<file path="src/rtl/fe_pkg.sv">
package fe_pkg;

    localparam int DATA_W = 8;
    localparam int ADDR_W = 2;
    localparam int PAGE_W_DEF = 7;

    typedef enum logic [ADDR_W-1:0] {
        RA_PAGE = 2'd0,
        RA_MEEN = 2'd1,
        RA_CMD  = 2'd2,
        RA_STAT = 2'd3
    } reg_addr_e;

    localparam logic [DATA_W-1:0] KEY_PAGE = 8'h55;
    localparam logic [DATA_W-1:0] KEY_MASS = 8'hAA;

    typedef enum logic [1:0] {
        CK_NONE = 2'd0,
        CK_PAGE = 2'd1,
        CK_MASS = 2'd2
    } cmd_kind_e;

    typedef struct packed {
        logic start;
        logic mass;
        logic reject;
    } cmd_verdict_t;

    typedef enum logic {
        SQ_IDLE = 1'b0,
        SQ_BUSY = 1'b1
    } seq_state_e;

    function automatic cmd_kind_e classify_key(input logic [DATA_W-1:0] v);
        if (v == KEY_PAGE)      return CK_PAGE;
        else if (v == KEY_MASS) return CK_MASS;
        else                    return CK_NONE;
    endfunction

endpackage

</file>
<file path="src/rtl/fe_regs.sv">
module fe_regs
    import fe_pkg::*;
#(
    parameter int PAGE_W = PAGE_W_DEF
) (
    input  logic                clk,
    input  logic                rst,
    input  logic                we,
    input  logic [ADDR_W-1:0]   addr,
    input  logic [DATA_W-1:0]   wdata,
    input  logic                busy,
    input  cmd_verdict_t        verdict,
    output logic [PAGE_W-1:0]   page_q,
    output logic                page_armed,
    output logic                mass_armed,
    output logic [DATA_W-1:0]   rdata
);
    localparam int PAD_W = DATA_W - PAGE_W;

    logic page_we, meen_we;
    assign page_we = we && (reg_addr_e'(addr) == RA_PAGE);
    assign meen_we = we && (reg_addr_e'(addr) == RA_MEEN);

    always_ff @(posedge clk) begin
        if (rst) begin
            page_q     <= '0;
            page_armed <= 1'b0;
            mass_armed <= 1'b0;
        end else begin
            if (page_we) begin
                page_q     <= wdata[PAGE_W-1:0];
                page_armed <= 1'b1;
            end else if (verdict.start && !verdict.mass) begin
                page_armed <= 1'b0;
            end
            if (meen_we) begin
                mass_armed <= wdata[0];
            end else if ((verdict.start && verdict.mass) || verdict.reject) begin
                mass_armed <= 1'b0;
            end
        end
    end

    always_comb begin
        unique case (reg_addr_e'(addr))
            RA_PAGE: rdata = {{PAD_W{1'b0}}, page_q};
            RA_MEEN: rdata = {{(DATA_W-1){1'b0}}, mass_armed};
            RA_CMD:  rdata = '0;
            RA_STAT: rdata = {{(DATA_W-1){1'b0}}, busy};
            default: rdata = '0;
        endcase
    end

    // a mass erase start leaves the mass arming cleared
    p_mass_consumed_r11: assert property (@(posedge clk) disable iff (rst)
        (verdict.start && verdict.mass && !meen_we) |=> !mass_armed);

    // a page erase start consumes the page arming
    p_page_consumed_r4: assert property (@(posedge clk) disable iff (rst)
        (verdict.start && !verdict.mass) |=> !page_armed);

endmodule

</file>
<file path="src/rtl/fe_cmd_decode.sv">
module fe_cmd_decode
    import fe_pkg::*;
(
    input  logic                we,
    input  logic [ADDR_W-1:0]   addr,
    input  logic [DATA_W-1:0]   wdata,
    input  logic                busy,
    input  logic                page_armed,
    input  logic                mass_armed,
    input  logic                dbg_en,
    output cmd_verdict_t        verdict
);
    logic      cmd_we;
    cmd_kind_e kind;
    logic      ok_page, ok_mass;

    assign cmd_we  = we && (reg_addr_e'(addr) == RA_CMD) && !busy;
    assign kind    = classify_key(wdata);
    assign ok_page = (kind == CK_PAGE) && page_armed;
    assign ok_mass = (kind == CK_MASS) && mass_armed && dbg_en;

    always_comb begin
        verdict.start  = cmd_we && (ok_page || ok_mass);
        verdict.mass   = ok_mass;
        verdict.reject = cmd_we && (kind != CK_NONE) && !(ok_page || ok_mass);
    end

endmodule

</file>
<file path="src/rtl/fe_seq.sv">
module fe_seq
    import fe_pkg::*;
#(
    parameter int PAGE_W = PAGE_W_DEF
) (
    input  logic                clk,
    input  logic                rst,
    input  cmd_verdict_t        verdict,
    input  logic [PAGE_W-1:0]   page_in,
    input  logic                done,
    output logic                busy,
    output logic                req,
    output logic                mass,
    output logic [PAGE_W-1:0]   page_out
);
    seq_state_e state;

    always_ff @(posedge clk) begin
        if (rst) begin
            state    <= SQ_IDLE;
            req      <= 1'b0;
            mass     <= 1'b0;
            page_out <= '0;
        end else begin
            req <= 1'b0;
            unique case (state)
                SQ_IDLE: if (verdict.start) begin
                    state    <= SQ_BUSY;
                    req      <= 1'b1;
                    mass     <= verdict.mass;
                    page_out <= page_in;
                end
                SQ_BUSY: if (done) state <= SQ_IDLE;
                default: state <= SQ_IDLE;
            endcase
        end
    end

    assign busy = (state == SQ_BUSY);

    // request lasts a single cycle
    p_req_single_r3: assert property (@(posedge clk) disable iff (rst)
        req |=> !req);

    // a new request never starts out of a busy cycle
    p_no_req_from_busy_r9: assert property (@(posedge clk) disable iff (rst)
        req |-> !$past(busy));

    // page and kind hold while the erase is in progress
    p_hold_while_busy_r8: assert property (@(posedge clk) disable iff (rst)
        (busy && !req && $past(busy)) |-> ($stable(page_out) && $stable(mass)));

    // busy drops only after done
    p_busy_until_done_r8: assert property (@(posedge clk) disable iff (rst)
        $fell(busy) |-> $past(done));

endmodule

</file>
<file path="src/rtl/flash_erase_seq.sv">
module flash_erase_seq
    import fe_pkg::*;
#(
    parameter int PAGE_W = PAGE_W_DEF
) (
    input  logic                clk,
    input  logic                rst,
    input  logic                reg_we,
    input  logic [ADDR_W-1:0]   reg_addr,
    input  logic [DATA_W-1:0]   reg_wdata,
    output logic [DATA_W-1:0]   reg_rdata,
    input  logic                dbg_en,
    output logic                erase_req,
    output logic                erase_mass,
    output logic [PAGE_W-1:0]   erase_page,
    input  logic                erase_done
);
    cmd_verdict_t       verdict;
    logic               busy;
    logic [PAGE_W-1:0]  page_q;
    logic               page_armed, mass_armed;

    fe_regs #(.PAGE_W(PAGE_W)) u_regs (
        .clk        (clk),
        .rst        (rst),
        .we         (reg_we),
        .addr       (reg_addr),
        .wdata      (reg_wdata),
        .busy       (busy),
        .verdict    (verdict),
        .page_q     (page_q),
        .page_armed (page_armed),
        .mass_armed (mass_armed),
        .rdata      (reg_rdata)
    );

    fe_cmd_decode u_dec (
        .we         (reg_we),
        .addr       (reg_addr),
        .wdata      (reg_wdata),
        .busy       (busy),
        .page_armed (page_armed),
        .mass_armed (mass_armed),
        .dbg_en     (dbg_en),
        .verdict    (verdict)
    );

    fe_seq #(.PAGE_W(PAGE_W)) u_seq (
        .clk      (clk),
        .rst      (rst),
        .verdict  (verdict),
        .page_in  (page_q),
        .done     (erase_done),
        .busy     (busy),
        .req      (erase_req),
        .mass     (erase_mass),
        .page_out (erase_page)
    );

    // a mass request needs debug enable in the write cycle
    p_mass_needs_dbg_r5: assert property (@(posedge clk) disable iff (rst)
        (erase_req && erase_mass) |-> $past(dbg_en));

    // command address never returns data
    p_cmd_reads_zero_r10: assert property (@(posedge clk) disable iff (rst)
        (reg_addr_e'(reg_addr) == RA_CMD) |-> (reg_rdata == '0));

endmodule

</file>
<file path="config.mk">
export PLATFORM = sky130hd
export DESIGN_NAME = flash_erase_seq
export DESIGN_NICKNAME = d
export VERILOG_FILES = /design/src/rtl/fe_pkg.sv /design/src/rtl/fe_regs.sv /design/src/rtl/fe_cmd_decode.sv /design/src/rtl/fe_seq.sv /design/src/rtl/flash_erase_seq.sv
export SDC_FILE = /design/constraint.sdc
export NUM_CORES = 1
export LEC_CHECK = 0
export ABC_CLOCK_PERIOD_IN_PS = 1400
export BUFFER_PORTS_ARGS = -buffer_cell sky130_fd_sc_hd__buf_2
export CAP_MARGIN = 40
export CORE_MARGIN = 5
export CORE_UTILIZATION = 48
export CTS_CLUSTER_DIAMETER = 150
export CTS_CLUSTER_SIZE = 10
export DETAILED_ROUTE_END_ITERATION = 8
export PLACE_DENSITY = 0.77
export RECOVER_POWER = 100
export SLEW_MARGIN = 10
export SYNTH_ARGS = -nofsm -noshare
export SYNTH_HDL_FRONTEND = slang
export SYNTH_SLANG_ARGS = --single-unit
</file>
<file path="constraint.sdc">
create_clock -name clk -period 1.4 [get_ports clk]
set_input_delay 0 -clock clk [delete_from_list [all_inputs] [get_ports clk]]
set_output_delay 0 -clock clk [all_outputs]
set_load 0.1 [all_outputs]
</file>
[Word level (Yosys, flattened, before mapping)]
Cells that the tools add are included.
Storage, ports and cells
  word-level logic and storage cells: 48
  flip-flop bits (word level): 19
  input port bits: 15
  output and inout bits: 17
Cells by class
  equality and inequality tests: 7
  reductions and logical operators: 23
  multiplexer cells: 10
  bitwise gates (word level): 1
Operators by type and width (count)
  8-bit case mux with 4 select lines: 1
  1-bit logical AND: 12
  8-bit by 7-bit equality test with 1-bit output, second input constant: 1
  8-bit equality test, second input constant: 1
  2-bit equality test, second input constant: 3
  1-bit 2-to-1 mux: 6
  2-bit nonzero test: 3
  2-bit by 1-bit equality test with 1-bit output, second input constant: 2
  2-bit 2-to-1 mux: 2
  1-bit zero test: 3
  2-bit zero test: 1
  1-bit logical OR: 2
  1-bit case mux with 2 select lines: 1
  2-bit AND reduction: 1
  2-bit OR reduction: 1
  1-bit NOT: 1

[Depth between registers and ports, before layout]
  depth after elaboration: 12
  mapped depth: 5
  gate-level depth less buffers: 4

[By module]
Synthesis repeated with hierarchy kept, for this count alone.
Unflattened totals
  cell total of the unflattened synthesis: 99
  area, all modules: 979.7 µm²
Modules (own cells, without submodules)
  fe_regs: sequential area each 180.2 µm², cells an instance 47, times used 1, area an instance 425.4 µm²
  fe_seq: sequential area each 200.2 µm², cells an instance 40, times used 1, area an instance 417.9 µm²
  fe_cmd_decode: sequential area each 0.0 µm², cells an instance 12, times used 1, area an instance 136.4 µm²

[Worst setup path before layout]
OpenSTA, ideal clock, no wires.
  path type: register to register
  from: reg, netlist name u_seq.mass
  to: reg u_seq.mass
  data arrival time: 1.229 ns
  cell stages (with the launch flop): 3
  path buffers: 0
  setup time: 0.068 ns
  data required time: 1.332 ns
  period minus slack after synthesis: 1.297 ns
  setup slack: 0.103 ns
  cell sequence: dfxtp_1 > a22oi_1 > nor2_1
RTL lines
  end signal, assigned: RTL line fe_seq.sv:30  | mass <= verdict.mass;
  end, declared: RTL line fe_seq.sv:13  | output logic mass,

[Final worst setup path]
  from: in reg_wdata[2]
  to: reg u_seq.page_out[6]
On the way
  word-level cells in the longest chain between the ends: 9
  elaborated cells on any way between the ends: 12
  those cells by class: eq/ne (4); mux (2); reduce/logical (6)
Ends and longest elaborated chain
  start, declared: RTL line flash_erase_seq.sv:10  | input logic [DATA_W-1:0] reg_wdata,
  8-bit equality test: RTL line fe_pkg.sv:36  | else if (v == KEY_MASS) return CK_MASS;
  2-bit 2-to-1 mux: RTL line fe_pkg.sv:36
  2-bit 2-to-1 mux *: RTL line fe_pkg.sv:35  | if (v == KEY_PAGE) return CK_PAGE;
  2-bit equality test: RTL line fe_cmd_decode.sv:20  | assign ok_mass = (kind == CK_MASS) && mass_armed && dbg_en;
  1-bit logical AND (2 in a row): RTL line fe_cmd_decode.sv:20
  1-bit logical OR *: RTL line fe_cmd_decode.sv:23  | verdict.start = cmd_we && (ok_page || ok_mass);
  1-bit logical AND *: RTL line fe_cmd_decode.sv:23
  2-bit AND reduction (no source line) *
  end signal, assigned: RTL line fe_seq.sv:31  | page_out <= page_in;
  end, declared: RTL line fe_seq.sv:14  | output logic [PAGE_W-1:0] page_out
Mark *: on every way between the ends. The rest lies on a longest branch, timed or not.
A chain may end at the register's enable or synchronous reset.

==> impl_metrics.toml <==
[outcome]
status = "finished clean"

[yosys]
synthXorXnorAreaFrac_pct = 0
synth-adder-area-share_pct = 0
ys_ff_latch = 19
synth_top_area_cell = "dfxtp_1"
syn_inst = 100
yosysSeqAreaShare_pct = 41.8
synth_top_family_by_area = "simple AND/OR/NAND/NOR gates"
synth.top_cell.area_share_pct = 41.8
synth_area_leaders = "dfxtp_1, nand2b_1, mux2i_1, nand2_1, a21oi_1"
synthMuxAreaShare_pct = 8.93
avgSynthCellArea_sq_um = 9.11
syn-cell-area_sq_um = 911
synth_compound_area_share_pct = 9.89
yosys_warnings = 0
syn_nets = 115
yosys.area_share.simple_pct = 35.6
ys_types = 25

[cts]
numCtsBuffers = 3
root_buffer = "clkbuf_4"
clk_latency_ns = 0.30
clock_sinks = 19
htreeDepth = 1
cts-root-to-sink-buffers = 2
post_cts_buffers = 0
clk_pin_slew_ns = 0.10
cts_tree = "yes"

[route]
route.met3.wl_microns = 109
wl_met2_microns = 1030
viasPerCell = 4.94
vias = 810
drtIter0Drc = 5
remaining_drc_errors = 0
maxUsedRoutingLayer = "met4"
dr.pass1.iters = 4
wirelength_microns = 2110
wl_per_cell_microns = 12.8
final_antenna_net_count = 0
drt-met1-wl_microns = 903

[final_layout]
layout.nets = 155
area_growth_pct = 37.6
instances_no_fill = 164
num_antenna_cells = 0
drive_gt1_share_pct = 32.4

[placed_design]
numPortBuffers = 30
gp_congestion = 0.820
dpl.hpwl_microns = 1580
dp_cells = 152

[floorplanning]
die_w_microns = 53.6
die_y_microns = 53.6
row_count = 15
die_area_sq_mm = 0.00287
initial_core_util_pct = 51.6
coreArea_sq_mm = 0.00176
boundaryPins = 32

[sta]
hold_viol = 0
relSlewSlack_pct = 63.3
post-route-period-util_pct = 97.7
worst_clock_skew_ns = 0.000731
grt_setup_unrepaired = "true"
setup_viol = 0
drv_slew = 0
tightest_slew_ns = 0.554
max_freq_mhz = 731
period_minus_slack_ns = 1.37
hold_slack_ns = 0.0369

[run]
cap_violations = 0

[critical_path]
end_kind = "flop"
cp.required_ns = 1.60
crit_path_start_kind = "input pin"
path_class = "input pin to flop"
crit_start = "reg_wdata[2]"
cp.arrival_ns = 1.57
timing.rr.start = "u_seq.busy$_SDFF_PP0_"
worstPathMaxFanout = 9

[global_routing]
grt_pass1_vias = 785
antenna_found_initial = 0
grt_max_degree = 28
grt_pass1_wl_microns = 3330
grt_util_all_layers_pct = 16.5
grt_overflow = 0

[min_path]
hp-class = "input pin to flop"
hp-start = "reg_we"

[pwr]
power_density_mw_per_mm2 = 777
ir_drop_mv = 0.634
leakage_uw = 0.000553
## metrics by stage
| stage | total power, uW | TNS, ns | instance area [sq um] | worst slack (ns) | util (%) |
|---|---|---|---|---|---|
| finish | 974 | 0 | 1250 | 0.0320 | 71.1 |
| global route | 1010 | -0.0430 | 1250 | -0.0216 | 71.1 |
| CTS | 985 | 0 | 1300 | 0.0194 | 73.7 |
| detailed placement | 691 | 0 | 1190 | 0.0561 | 67.7 |
| global placement | 688 | 0 | 1190 | 0.127 | 67.7 |
| floorplan | 643 | 0 | 911 | 0.103 | - |
## cells by family after synthesis
kind of cell | count (synthesis)
AND/OR/NAND/NOR | 54
flip-flops | 19
AO/OA/AOI/OAI | 13
other | 1
multiplexers | 8
buffers and inverters | 5
## cell usage after synthesis
master / count
and2_1: 7
and2_2: 1
mux2i_1: 7
nand3b_1: 2
buf_2: 1
nand4_1: 1
a22o_2: 1
buf_4: 1
nand2b_1: 16
nor4bb_1: 1
and3_4: 1
o32ai_1: 1
dfxtp_1: 19
clkbuf_1: 2
nand2_1: 15
a21boi_4: 1
and4bb_1: 2
nand3_1: 1
buf_6: 1
nor2_1: 5
mux2_2: 1
conb_1: 1
a21oi_1: 9
and4bb_2: 2
a22oi_1: 1
## layout by cell type, fill, tap and decap left out
cell	count
dfxtp_1	18
nand2b_1	16
buf_2	16
nand2_1	15
clkbuf_2	10
a21oi_1	8
dlygate4sd3_1	8
mux2i_1	6
nor2_1	5
and2_1	4
buf_12	4
and2_0	3
clkbuf_4	3
and4bb_1	2
and4bb_2	2
nand3b_1	2
clkbuf_1	2
mux2_2	1
a22o_2	1
nand3_1	1
and2_2	1
nor4bb_2	1
and3_4	1
nand4_1	1
a21boi_4	1
mux2i_2	1
a21oi_2	1
a22oi_1	1
o32ai_1	1
conb_1	1
buf_4	1
dfxtp_2	1
## flip-flops by register name, indices dropped and copies added, names as in the netlist
name / cells
u_seq.mass: 1
u_regs.page_q: 7
u_regs.page_armed: 1
u_seq.req: 1
u_regs.mass_armed: 1
u_seq.page_out: 7
u_seq.busy: 1
## final timing paths
check                                   end  slack [ns]  cells past startpoint
max reg2reg  u_seq.page_out[6]$_SDFFE_PP0P_        0.03                      5
min          u_regs.mass_armed$_SDFFE_PP0P_        0.04                      3
max          u_seq.page_out[6]$_SDFFE_PP0P_        0.03                      7
min reg2reg  u_seq.page_out[2]$_SDFFE_PP0P_        0.48                      2
## critical path, stage by stage
cell,delay (ns)
dlygate4sd3_1,0.53
buf_2,0.14
nor4bb_2,0.30
and3_4,0.26
a21boi_4,0.06
buf_12,0.14
mux2i_2,0.14
## per-layer routing
metal,vias to the layer above,global-route usage (%)
met1,369,18.8
met2,21,27.6
met4,0,9.36
met5,-,0
li1,413,-
met3,7,4.43
## area by class of cell
type | count | area, sq um
timing repair buffer | 40 | 302
tap | 25 | 31.3
clock buffer | 4 | 26.3
fill | 156 | 510
sequential | 19 | 382
multi-input combinational | 76 | 513
## power by group
part	internal [uW]	switching [uW]	total, uW	leakage [uW]
Clock	111	169	281	0.0000150
Combinational	60.3	76.6	137	0.000384
Sequential	549	7.15	556	0.000154
## what timing repair did
action | 4_1_cts | 5_1_grt
hold buffers | 8 | 0
hold endpoints to repair | 9 | 0
gates resized for setup | 0 | 4
setup endpoints to repair | 0 | 7
Power figures use the tool's default switching activity.
